File: config.mk
export PLATFORM = sky130hd
export DESIGN_NAME = periodic_reset_sched
export DESIGN_NICKNAME = d
export VERILOG_FILES = /design/src/rtl/prs_pkg.sv /design/src/rtl/prs_countdown.sv /design/src/rtl/prs_key_gate.sv /design/src/rtl/prs_pulse_gen.sv /design/src/rtl/prs_cause_flag.sv /design/src/rtl/periodic_reset_sched.sv
export SDC_FILE = /design/constraint.sdc
export NUM_CORES = 1
export LEC_CHECK = 0
export CAP_MARGIN = 25
export CORE_MARGIN = 2
export CORE_UTILIZATION = 47
export CTS_CLUSTER_SIZE = 28
export DETAILED_ROUTE_END_ITERATION = 10
export DONT_BUFFER_PORTS = 1
export GPL_ROUTABILITY_DRIVEN = 0
export SLEW_MARGIN = 0
export SYNTH_ARGS = -nofsm -noshare
export SYNTH_HDL_FRONTEND = slang
export SYNTH_HIERARCHICAL = 1
export SYNTH_SLANG_ARGS = --single-unit
File: constraint.sdc
create_clock -name clk -period 2.15 [get_ports clk]
set_clock_uncertainty 0.1 [all_clocks]
set_input_delay 0.215 -clock clk [delete_from_list [all_inputs] [get_ports clk]]
set_output_delay 0.215 -clock clk [all_outputs]
set_load 0.01 [all_outputs]
File: src/rtl/prs_pkg.sv
package prs_pkg;
  typedef enum logic [1:0] {
    CAUSE_NONE   = 2'b00,
    CAUSE_EXPIRY = 2'b01,
    CAUSE_EARLY  = 2'b10
  } cause_e;
endpackage

File: src/rtl/prs_countdown.sv
module prs_countdown #(
  parameter int INTERVAL = 1000000,
  parameter int CW       = $clog2(INTERVAL + 1)
) (
  input  logic          clk,
  input  logic          por_n,
  input  logic          sys_rst_n,
  input  logic          tick_en,
  input  logic          busy,
  input  logic          reload,
  input  logic          early_fire,
  output logic [CW-1:0] left,
  output logic          expire
);
  localparam logic [CW-1:0] FULL = CW'(INTERVAL);
  localparam logic [CW-1:0] ONE  = CW'(1);

  // expiry is the tick that consumes the last count
  assign expire = !busy && sys_rst_n && tick_en && (left == ONE);

  always_ff @(posedge clk or negedge por_n) begin
    if (!por_n) begin
      left <= FULL;
    end else if (busy) begin
      left <= reload ? FULL : '0;
    end else if (!sys_rst_n) begin
      left <= FULL;
    end else if (expire || early_fire) begin
      left <= '0;
    end else if (tick_en) begin
      left <= left - ONE;
    end
  end
endmodule

File: src/rtl/prs_key_gate.sv
module prs_key_gate #(
  parameter int               KEY_W = 16,
  parameter logic [KEY_W-1:0] KEY   = 16'hC3A5
) (
  input  logic             early_req,
  input  logic [KEY_W-1:0] early_key,
  input  logic             busy,
  input  logic             sys_rst_n,
  output logic             early_fire
);
  logic key_ok;

  assign key_ok     = (early_key == KEY);
  assign early_fire = early_req && key_ok && !busy && sys_rst_n;
endmodule

File: src/rtl/prs_pulse_gen.sv
module prs_pulse_gen #(
  parameter int PULSE_CYC = 16,
  parameter int PW        = $clog2(PULSE_CYC + 1)
) (
  input  logic clk,
  input  logic por_n,
  input  logic fire,
  output logic busy,
  output logic last
);
  localparam logic [PW-1:0] LEN = PW'(PULSE_CYC);
  localparam logic [PW-1:0] ONE = PW'(1);

  logic [PW-1:0] pc;

  assign busy = (pc != '0);
  assign last = (pc == ONE);

  always_ff @(posedge clk or negedge por_n) begin
    if (!por_n) begin
      pc <= '0;
    end else if (busy) begin
      pc <= pc - ONE;
    end else if (fire) begin
      pc <= LEN;
    end
  end
endmodule

File: src/rtl/prs_cause_flag.sv
module prs_cause_flag
  import prs_pkg::*;
(
  input  logic   clk,
  input  logic   por_n,
  input  logic   fire_exp,
  input  logic   fire_early,
  input  logic   clr,
  input  logic   ext_rst,
  output cause_e code
);
  always_ff @(posedge clk or negedge por_n) begin
    if (!por_n) begin
      code <= CAUSE_NONE;
    end else if (fire_exp) begin
      code <= CAUSE_EXPIRY;
    end else if (fire_early) begin
      code <= CAUSE_EARLY;
    end else if (clr || ext_rst) begin
      code <= CAUSE_NONE;
    end
  end
endmodule

File: src/rtl/periodic_reset_sched.sv
module periodic_reset_sched
  import prs_pkg::*;
#(
  parameter int               INTERVAL  = 1000000,
  parameter int               PULSE_CYC = 16,
  parameter int               KEY_W     = 16,
  parameter logic [KEY_W-1:0] KEY       = 16'hC3A5,
  localparam int              CW        = $clog2(INTERVAL + 1)
) (
  input  logic             clk,
  input  logic             por_n,
  input  logic             sys_rst_n,
  input  logic             tick_en,
  input  logic             early_req,
  input  logic [KEY_W-1:0] early_key,
  input  logic             clr_cause,
  output logic             rst_pulse,
  output logic [CW-1:0]    remaining,
  output logic [1:0]       cause_code
);
  logic   busy;
  logic   last;
  logic   expire;
  logic   early_fire;
  cause_e code;

  prs_key_gate #(.KEY_W(KEY_W), .KEY(KEY)) u_key (
    .early_req (early_req),
    .early_key (early_key),
    .busy      (busy),
    .sys_rst_n (sys_rst_n),
    .early_fire(early_fire)
  );

  prs_countdown #(.INTERVAL(INTERVAL), .CW(CW)) u_cnt (
    .clk       (clk),
    .por_n     (por_n),
    .sys_rst_n (sys_rst_n),
    .tick_en   (tick_en),
    .busy      (busy),
    .reload    (last),
    .early_fire(early_fire),
    .left      (remaining),
    .expire    (expire)
  );

  prs_pulse_gen #(.PULSE_CYC(PULSE_CYC)) u_pulse (
    .clk  (clk),
    .por_n(por_n),
    .fire (expire || early_fire),
    .busy (busy),
    .last (last)
  );

  prs_cause_flag u_cause (
    .clk       (clk),
    .por_n     (por_n),
    .fire_exp  (expire),
    .fire_early(early_fire),
    .clr       (clr_cause),
    .ext_rst   (!sys_rst_n && !busy),
    .code      (code)
  );

  assign rst_pulse  = busy;
  assign cause_code = code;
endmodule

; Word level (Yosys, flattened, before mapping)
; Cells that the tools add are included.
[classes]
n_addsub = 2
eq_ne = 4
n_mux = 10
n_reduce_logical = 14
[op_table]
columns = operator, n
row1 = $mux 20, 5
row2 = $eq 20x1->1 const B, 1
row3 = $sub 20x1->20 const B, 1
row4 = $eq 16x16->1 const B, 1
row5 = $mux 5, 2
row6 = $logic_and 1x1->1, 7
row7 = $mux 2, 3
row8 = $eq 5x1->1 const B, 1
row9 = $reduce_bool 5->1, 1
row10 = $sub 5x1->5 const B, 1
row11 = $ne 4x1->1 const B, 1
row12 = $reduce_bool 3->1, 1
row13 = $logic_not 1->1, 2
row14 = $logic_or 1x1->1, 2
row15 = $reduce_bool 2->1, 1
[totals]
register_bits = 27
in_bits = 22

; Logic depth before layout (Yosys ltp)
; Gate-level depths: netlist of run 1.
[logic_depth]
word_depth = 9
mapped_depth = 10

; By module
; The synthesis of run 1 kept the hierarchy.
[modules_own_cells]
columns = module, n_inst, cells_each, area_each_um2, seq_area_each_um2
row1 = prs_countdown, 1, 131, 1295.0, 509.2
row2 = prs_pulse_gen, 1, 24, 284.0, 125.1
row3 = prs_cause_flag, 1, 7, 80.1, 50.0
row4 = prs_key_gate, 1, 6, 68.8, 0.0
row5 = periodic_reset_sched, 1, 2, 10.0, 0.0

; Worst setup path after synthesis of run 1
; Ideal clock, no wire load.
[synth_path]
kind = flip-flop to flip-flop
start = reg u_pulse.pc[0]
end = reg u_cnt.left[16]
arrival_ns = 2.240
required_time_ns = 1.954
setup_slack_ns = -0.286
stages_incl_launch_ff = 9
path_cell_list = dfrtp_1 > inv_1 > ha_1 > nor4b_4 > inv_1 > or4b_1 > and3_1 > a41oi_1 > a22oi_1
[synth_via]
elab_chain_cells = 9
elab_cells_between_ends = 14
cone_classes = 2 x eq/ne / 4 x mux / 8 x reduce/logical
[synth_rtl]
columns = item, line_no
row1 = start: declaration, prs_pulse_gen.sv:14  ; logic [PW-1:0] pc;
row2 = start signal: assignment, prs_pulse_gen.sv:23  ; pc <= pc - ONE;
row3 = $reduce_bool 5->1 (*), prs_pulse_gen.sv:16  ; assign busy = (pc != '0);
row4 = net rst_pulse, periodic_reset_sched.sv:17  ; output logic rst_pulse,
row5 = $logic_not 1->1, "prs_countdown.sv:19, prs_key_gate.sv:14"
row6 = $logic_and 1x1->1 (3 in a row), prs_countdown.sv:19  ; assign expire = !busy && sys_rst_n && tick_en && (left == ONE);
row7 = $logic_or 1x1->1, prs_countdown.sv:28  ; end else if (expire || early_fire) begin
row8 = $mux 20, prs_countdown.sv:28
row9 = $mux 20, prs_countdown.sv:26  ; end else if (!sys_rst_n) begin
row10 = $mux 20, prs_countdown.sv:24  ; end else if (busy) begin
row11 = end signal: assignment, prs_countdown.sv:25  ; left <= reload ? FULL : '0;
row12 = end signal: assignment, prs_countdown.sv:31  ; left <= left - ONE;
row13 = end: declaration, prs_countdown.sv:12  ; output logic [CW-1:0] left,
; Mark *: on every way through the listed nets, which the timed path passes. The rest lies on a longest branch.
; A chain may end at the register's enable or synchronous reset.

; Final worst setup path of run 1
[layout_path]
start = reg u_pulse.pc[0]
end = reg u_cnt.left[16]
[layout_via]
elab_chain_cells = 9
elab_cells_between_ends = 14
cone_classes = 2 x eq/ne / 4 x mux / 8 x reduce/logical
[layout_rtl]
columns = item, line_no
row1 = $reduce_bool 5->1, prs_pulse_gen.sv:16
row2 = $logic_not 1->1, "prs_countdown.sv:19, prs_key_gate.sv:14"
row3 = $logic_and 1x1->1 (3 in a row), prs_countdown.sv:19
row4 = $logic_or 1x1->1, prs_countdown.sv:28
row5 = $mux 20, prs_countdown.sv:28
row6 = $mux 20, prs_countdown.sv:26
row7 = $mux 20, prs_countdown.sv:24
; Several ways; a longest one is shown, not always the timed one.

==> reports/qor.csv, run 1 <==
stage;metric;value;unit
synthesis;synth.top_cells.by_area;dfrtp_1 29%, dfstp_2 11%, xnor2_1 4.0%;
routing;wire_per_inst;17.6;um
synthesis;synth_area_per_cell;10.2;um^2
final_layout;drive_gt1_share;40.1;%
routing;vias;1554;
synthesis;synth_edf_count;0;
synthesis;synthFlopType;dfrtp_1;
final_layout;design_area;2240;um^2
synthesis;syn_nets;196;
floorplanning;fp.dieH;64.8;um
setup_path;slowest_stage;or4b_4;
global_route;grt_pass1_wl;7.56;mm
sta;hold_viol;1;
sta;max_freq;0.447;GHz
hold_path;whs_endpoint;u_cnt/left[1]$_DFFE_PN0P_;
synthesis;ys_warn_count;6;
final_layout;fin_util;62.1;%
placed_design;placed_area;1970;um^2
cts;cts_hold_buf;3;
synthesis;async_flop_share;100;%
routing;drtIter0Drc;116;
synthesis;synth_top_area_cell;dfrtp_1;
hold_path;hold_start;tick_en;
routing;viasPerCell;6.22;
sta;drv_slew;0;
outcome;status;finished with violations;
sta;max-slew-margin-rel;68.6;%
hold_path;min_path_cells;1;
setup_path;cp-start-kind;flip-flop;
pwr;power.leakage;0.000943;uW
sta;grt_setup_unrepaired;yes;
sta;period_share;104;%
floorplanning;pin_count;45;
job;maxCapViolCount;0;
sta;setup_tns;-0.780;ns
pwr;powerDensity;1210;nW/um^2
placed_design;numPortBuffers;0;
final_layout;antenna_cells;0;
cts;cts_num_sinks;27;
pwr;ir_drop;0.396;mV
synthesis;yosysSeqAreaShare;39.4;%
hold_path;hold_path_class;input pin to flip-flop;
pwr;total_power;2710;uW
global_route;grt_max_degree;28;
floorplanning;coreArea;3610;um^2
setup_path;slowest_delay;0.52;ns
global_route;grt.total_usage;23.0;%
floorplanning;initial_core_util;48.2;%
sta;worst_pin_slew;0.464;ns
sta;finalWorstSetupSlack;-0.0855;ns
global_route;antenna_found_initial;0;
cts;clkTransAtPathRegs;0.09;ns
setup_path;r2r_cells;9;
final_layout;nets;229;
floorplanning;die_area;4200;um^2
setup_path;rr_endpoint;u_cnt/left[16]$_DFFE_PN1P_;
setup_path;crit_fanout;5;
synthesis;synth_cells;170;
setup_path;r2r-start;u_pulse/pc[0]$_DFFE_PN0P_;
synthesis;synth-seq-cells;27;
routing;dr_wl_met3;426;um
setup_path;rrSetupSlack;-0.09;ns
sta;hold_ws;-0.0801;ns
synthesis;yosysMostFrequentCell;dfrtp_1;
synthesis;synth_top_cells_by_count;20 x dfrtp_1, 18 x nor2_1, 8 x inv_1, 8 x xnor2_1;
setup_path;crit_arrival;2.33;ns
setup_path;worstPathRequired;2.24;ns
setup_path;end_kind;flip-flop;
routing;drc;0;
synthesis;netlist.area_leader.share;28.8;%
routing;first_pass_iters;4;
setup_path;worstSetupPathType;flip-flop to flip-flop;
cts;cts_made_buffers;3;
cts;cts_tree;done;
floorplanning;die_width;64.8;um
synthesis;synth_cell_type_count;62;
placed_design;dp_hpwl;3.12;mm
floorplanning;rows;22;
global_route;grt_pass1_vias;1544;
setup_path;crit_path_frequent_cell;inv_2;
outcome;failed_checks;negative hold slack, negative setup slack;
synthesis;synth.cell_area;1740;um^2
final_layout;area_delta_synth_final;28.8;%
routing;drt-met1-wl;1.86;mm
cts;clockBufferDepth;2;
routing;totalWireLength;4.39;mm
routing;highest_layer;met4;
sta;period_minus_slack;2.24;ns
sta;final-setup-viol-count;17;
cts;h-tree-depth;1;
cts;clk-insertion-delay-late;0.28;ns
global_route;grt.overflow.total;0;
cts;root_buffer;clkbuf_8;
setup_path;crit_chain;inv_2, ha_4, nor4b_4, inv_2, buf_12, or4b_4, and3_4, a41oi_2, a22oi_1;
routing;detail-route-antenna-nets;0;
routing;wl_met2;2.06;mm
-- cell type report --
type / count / area, um^2
Fill cell: 302 / 1370
Multi-Input combinational cell: 132 / 1120
Inverter: 8 / 30.0
Timing Repair Buffer: 31 / 300
Sequential cell: 27 / 684
Tap cell: 48 / 60.1
Clock inverter: 1 / 5.00
Clock buffer: 3 / 41.3
-- state kept, by name, summed over array words and instances, names as in the netlist --
signal	cells
u_pulse/pc	5
u_cause/code	2
u_cnt/left	20
-- critical path, delay by kind of cell, from the launching register on --
kind,cells,cell delay [ns]
flip-flops,1,0.40
adder cells (fa/ha/maj),1,0.13
AO/OA/AOI/OAI,2,0.26
buffers and inverters,3,0.32
AND/OR/NAND/NOR,3,0.95
-- report_power, final --
part	switching [uW]	total [uW]	internal, uW
Combinational	809	1550	738
Sequential	191	861	670
Clock	168	299	130
-- worst max-delay path by stage --
| stage | end | slack (ns) | from |
|---|---|---|---|
| final | u_cnt/left[16]$_DFFE_PN1P_ | -0.09 | u_pulse/pc[0]$_DFFE_PN0P_ |
| after global routing | u_cnt/left[10]$_DFFE_PN0P_ | -0.20 | u_pulse/pc[1]$_DFFE_PN0P_ |
| after CTS | u_cnt/left[16]$_DFFE_PN1P_ | -0.07 | u_pulse/pc[1]$_DFFE_PN0P_ |
| after detailed placement | u_pulse/pc[4]$_DFFE_PN0P_ | -0.11 | u_pulse/pc[1]$_DFFE_PN0P_ |
| after global placement | u_cnt/left[18]$_DFFE_PN1P_ | -0.05 | u_pulse/pc[1]$_DFFE_PN0P_ |
| after floorplan | u_pulse/pc[4]$_DFFE_PN0P_ | -0.17 | u_pulse/pc[0]$_DFFE_PN0P_ |
-- cell usage in the layout (no fill, tap or decap), drive strengths merged, types with 2 or more instances in the layout --
cell / Yosys / final
a211oi: 2 / 2
a21oi: 7 / 7
a22oi: 4 / 4
a41o: 2 / 2
a41oi: 3 / 3
and3: 2 / 2
and4b: 2 / 2
buf: 3 / 28
clkbuf: 0 / 4
dfrtp: 20 / 20
dfstp: 7 / 7
dlygate4sd3: 0 / 2
ha: 4 / 4
inv: 8 / 8
mux2i: 2 / 2
nand2: 5 / 5
nand2b: 4 / 4
nand3: 4 / 4
nand4: 6 / 6
nor2: 20 / 20
nor2b: 4 / 4
nor3: 5 / 5
nor3b: 2 / 2
nor4: 6 / 6
nor4b: 4 / 4
o211ai: 2 / 2
o21ai: 3 / 3
o311ai: 2 / 2
o31ai: 4 / 4
or2: 2 / 2
or3: 4 / 4
or3b: 2 / 2
or4: 3 / 3
xnor2: 8 / 8
xor2: 2 / 2
-- per-layer routing --
layer | vias to the layer above | track usage, %
li1 | 710 | -
met1 | 761 | 33.0
met2 | 79 | 35.4
met3 | 4 | 3.47
met4 | 0 | 7.45
met5 | - | 0
-- stage by stage --
step	setup slack [ns]	hold slack, ns	instances
after detailed placement	-0.112	-0.180	235
after global routing	-0.203	-0.0699	250
final	-0.0855	-0.0801	250
after CTS	-0.0714	-0.0827	250
after floorplan	-0.170	-0.181	170
after global placement	-0.0501	-0.180	235
-- what timing repair did --
item | in CTS | in global routing
pin swaps | 12 | 6
endpoints found under the setup margin | 21 | 23
endpoints found under the hold margin | 29 | 1
cloned | 1 | 0
resized for setup | 12 | 13
setup buffers | 7 | 0
-- kinds of logic after synthesis --
family / share of synthesized area (%)
AND/OR/NAND/NOR: 32.6
AO/OA/AOI/OAI: 15.2
flip-flops: 39.4
buffers and inverters: 3.10
XOR/XNOR: 5.04
adder cells (fa/ha/maj): 2.88
multiplexers: 1.80
No activity file was read; power rests on OpenSTA's default activity.
==> inputs of run 2 (changes only) <==
--- a/config.mk
+++ b/config.mk
@@ -7,7 +7,7 @@
 export LEC_CHECK = 0
 export CAP_MARGIN = 25
 export CORE_MARGIN = 2
-export CORE_UTILIZATION = 47
+export CORE_UTILIZATION = 40
 export CTS_CLUSTER_SIZE = 28
 export DETAILED_ROUTE_END_ITERATION = 10
 export DONT_BUFFER_PORTS = 1
==> constraint.sdc (replaced) <==
create_clock -name clk -period 2.31 [get_ports clk]
set_clock_uncertainty 0.1 [all_clocks]
set_input_delay 0.231 -clock clk [delete_from_list [all_inputs] [get_ports clk]]
set_output_delay 0.231 -clock clk [all_outputs]
set_load 0.01 [all_outputs]
==> run 2 against run 1 <==
Effect of this change: the run ends with negative setup slack left; total power decreased by 13%; via count fell by 3.1%; cell count decreased by 2.8%; final area fell by 4.3%; utilization fell by 9.7 points; wire length decreased by 4.5%; critical path depth increased by 1; global-route usage shrank 6.4 points; clock power down 11%; maximum frequency down 7.1%; worst hold slack improved by 0.10 ns; clock-buffer cell count rose by 1; largest cell class unchanged.
==> reports/qor.csv, run 2 (synthesis results as in run 1) <==
stage;metric;value;unit
final_layout;fin_util;52.4;%
floorplanning;fp.dieH;69.9;um
final_layout;final_common_cell;dfrtp_1;
pwr;ir_drop;0.362;mV
final_layout;antenna_cells;0;
sta;worst_pin_slew;0.591;ns
outcome;status;finished with violations;
sta;grt_setup_unrepaired;yes;
setup_path;crit_fanout;6;
final_layout;regMostFlops;u_cnt/left;
final_layout;nets;220;
setup_path;cp-startpoint;u_pulse/pc[1]$_DFFE_PN0P_;
routing;totalWireLength;4.19;mm
placed_design;dp.cells;226;
setup_path;cp_num_buf_inv;4;
global_route;grt.total_usage;16.6;%
floorplanning;pin_count;45;
sta;period_minus_slack;2.41;ns
setup_path;worstPathRequired;2.38;ns
floorplanning;coreArea;4090;um^2
routing;detail-route-antenna-nets;0;
placed_design;numPortBuffers;0;
routing;wire_per_inst;17.2;um
floorplanning;die_width;69.9;um
floorplanning;rows;23;
final_layout;layout_common_cells;20 x dfrtp_1, 16 x buf_4, 13 x nor2_1, 8 x xnor2_1, 7 x dfstp_2;
cts;cts_tree;done;
sta;max_freq;0.416;GHz
cts;clkTransAtPathRegs;0.09;ns
setup_path;slowest_stage;dfrtp_1;
setup_path;slowest_delay;0.41;ns
setup_path;crit_family;simple AND/OR/NAND/NOR gates;
final_layout;regArea;684;um^2
sta;max-slew-margin-rel;60.2;%
sta;hold_viol;0;
setup_path;worstSetupPathType;flip-flop to flip-flop;
cts;clk-insertion-delay-late;0.27;ns
hold_path;hold_path_class;input pin to flip-flop;
routing;viasPerCell;6.20;
global_route;antenna_found_initial;0;
setup_path;crit_path_frequent_cell;inv_2;
global_route;grt_max_degree;28;
global_route;grt.overflow.total;0;
final_layout;instances_no_fill;243;
routing;vias;1506;
final_layout;area_delta_synth_final;23.3;%
routing;first_pass_iters;4;
final_layout;top_regs;u_cnt/left: 20 flops, u_pulse/pc: 5 flops, u_cause/code: 2 flops;
global_route;grt_pass1_vias;1463;
outcome;failed_checks;negative setup slack;
hold_path;hold_start;clr_cause;
global_route;grt_pass1_wl;6.71;mm
cts;cts_num_sinks;27;
final_layout;design_area;2140;um^2
final_layout;drive_gt1_share;34.2;%
final_layout;largest_reg_flops;20;
sta;final-setup-viol-count;13;
floorplanning;initial_core_util;42.5;%
cts;cts_made_buffers;3;
pwr;powerDensity;1100;nW/um^2
pwr;power.leakage;0.000864;uW
cts;root_buffer;clkbuf_8;
pwr;total_power;2360;uW
placed_design;dp_hpwl;2.99;mm
cts;h-tree-depth;1;
routing;drtIter0Drc;64;
floorplanning;die_area;4890;um^2
setup_path;end_kind;flip-flop;
setup_path;r2r-start;u_pulse/pc[1]$_DFFE_PN0P_;
routing;drc;0;
job;maxCapViolCount;0;
setup_path;rrSetupSlack;-0.1;ns
setup_path;crit_chain;inv_2, ha_4, nor4b_4, inv_2, nor4bb_4, nand4_1, buf_4, o211ai_4, clkbuf_16, nor2_1;
cts;clockBufferDepth;2;
sta;drv_slew;0;
setup_path;crit_arrival;2.48;ns
placed_design;placed_area;1890;um^2
sta;period_share;104;%
setup_path;cp-start-kind;flip-flop;
final_layout;multi_input_area;1100;um^2
final_layout;fillers;361;
sta;finalWorstSetupSlack;-0.0963;ns
run 2: changes by cell type in the layout (fill, tap and decap cells not counted), sizes merged:
cell         delta
buf            -10
clkbuf          +1
clkinv          -1
dlygate4sd3     +1
run 2: path summary, 6_finish.rpt:
path,depth (start not counted),endpoint
max,10,u_cnt/left[7]$_DFFE_PN0P_
min,2,u_cause/code[1]$_DFFE_PN0P_
min reg2reg,2,u_cnt/left[16]$_DFFE_PN1P_
min in group asynchronous,2,u_cnt/left[13]$_DFFE_PN0P_
max in group asynchronous,2,u_cnt/left[19]$_DFFE_PN1P_
max reg2reg,10,u_cnt/left[7]$_DFFE_PN0P_
run 2: repair_timing:
item                                    in CTS  in global routing
pin swaps                                    2                 10
gates cloned                                 0                  1
endpoints found under the setup margin      13                 24
setup buffers                                3                  5
resized for setup                            1                 17
hold buffers                                 3                  1
endpoints found under the hold margin       28                  1
run 2: layout make-up:
cell class / count / share of cell area [%]
multi-input combinational: 132 / 51.6
sequential: 27 / 32.0
timing repair buffer: 22 / 10.0
tap: 50 / 2.92
clock buffer: 4 / 2.10
inverter: 8 / 1.40
run 2: metal layers:
metal / vias to the layer above / GRT usage (%) / wire length (um)
li1: 693 / - / -
met1: 741 / 22.6 / 1910
met2: 68 / 26.9 / 1930
met3: 4 / 3.75 / 306
met4: 0 / 3.85 / 37
met5: - / 0 / 0
run 2: where the power goes:
group | switching, uW | internal [uW] | leakage [uW]
clock | 144 | 124 | 0.0000228
combinational | 693 | 574 | 0.000497
sequential | 200 | 624 | 0.000344
total | 1040 | 1320 | 0.000864
run 2: through the flow:
step                hold WS [ns]  setup WS, ns  setup TNS [ns]
floorplan                 -0.165       -0.0102         -0.0107
CTS                      0.00288        0.0191               0
finish                    0.0236       -0.0963           -1.09
detailed placement        -0.164       -0.0610          -0.209
global route              0.0263        -0.219           -3.41
global placement          -0.164        0.0881               0
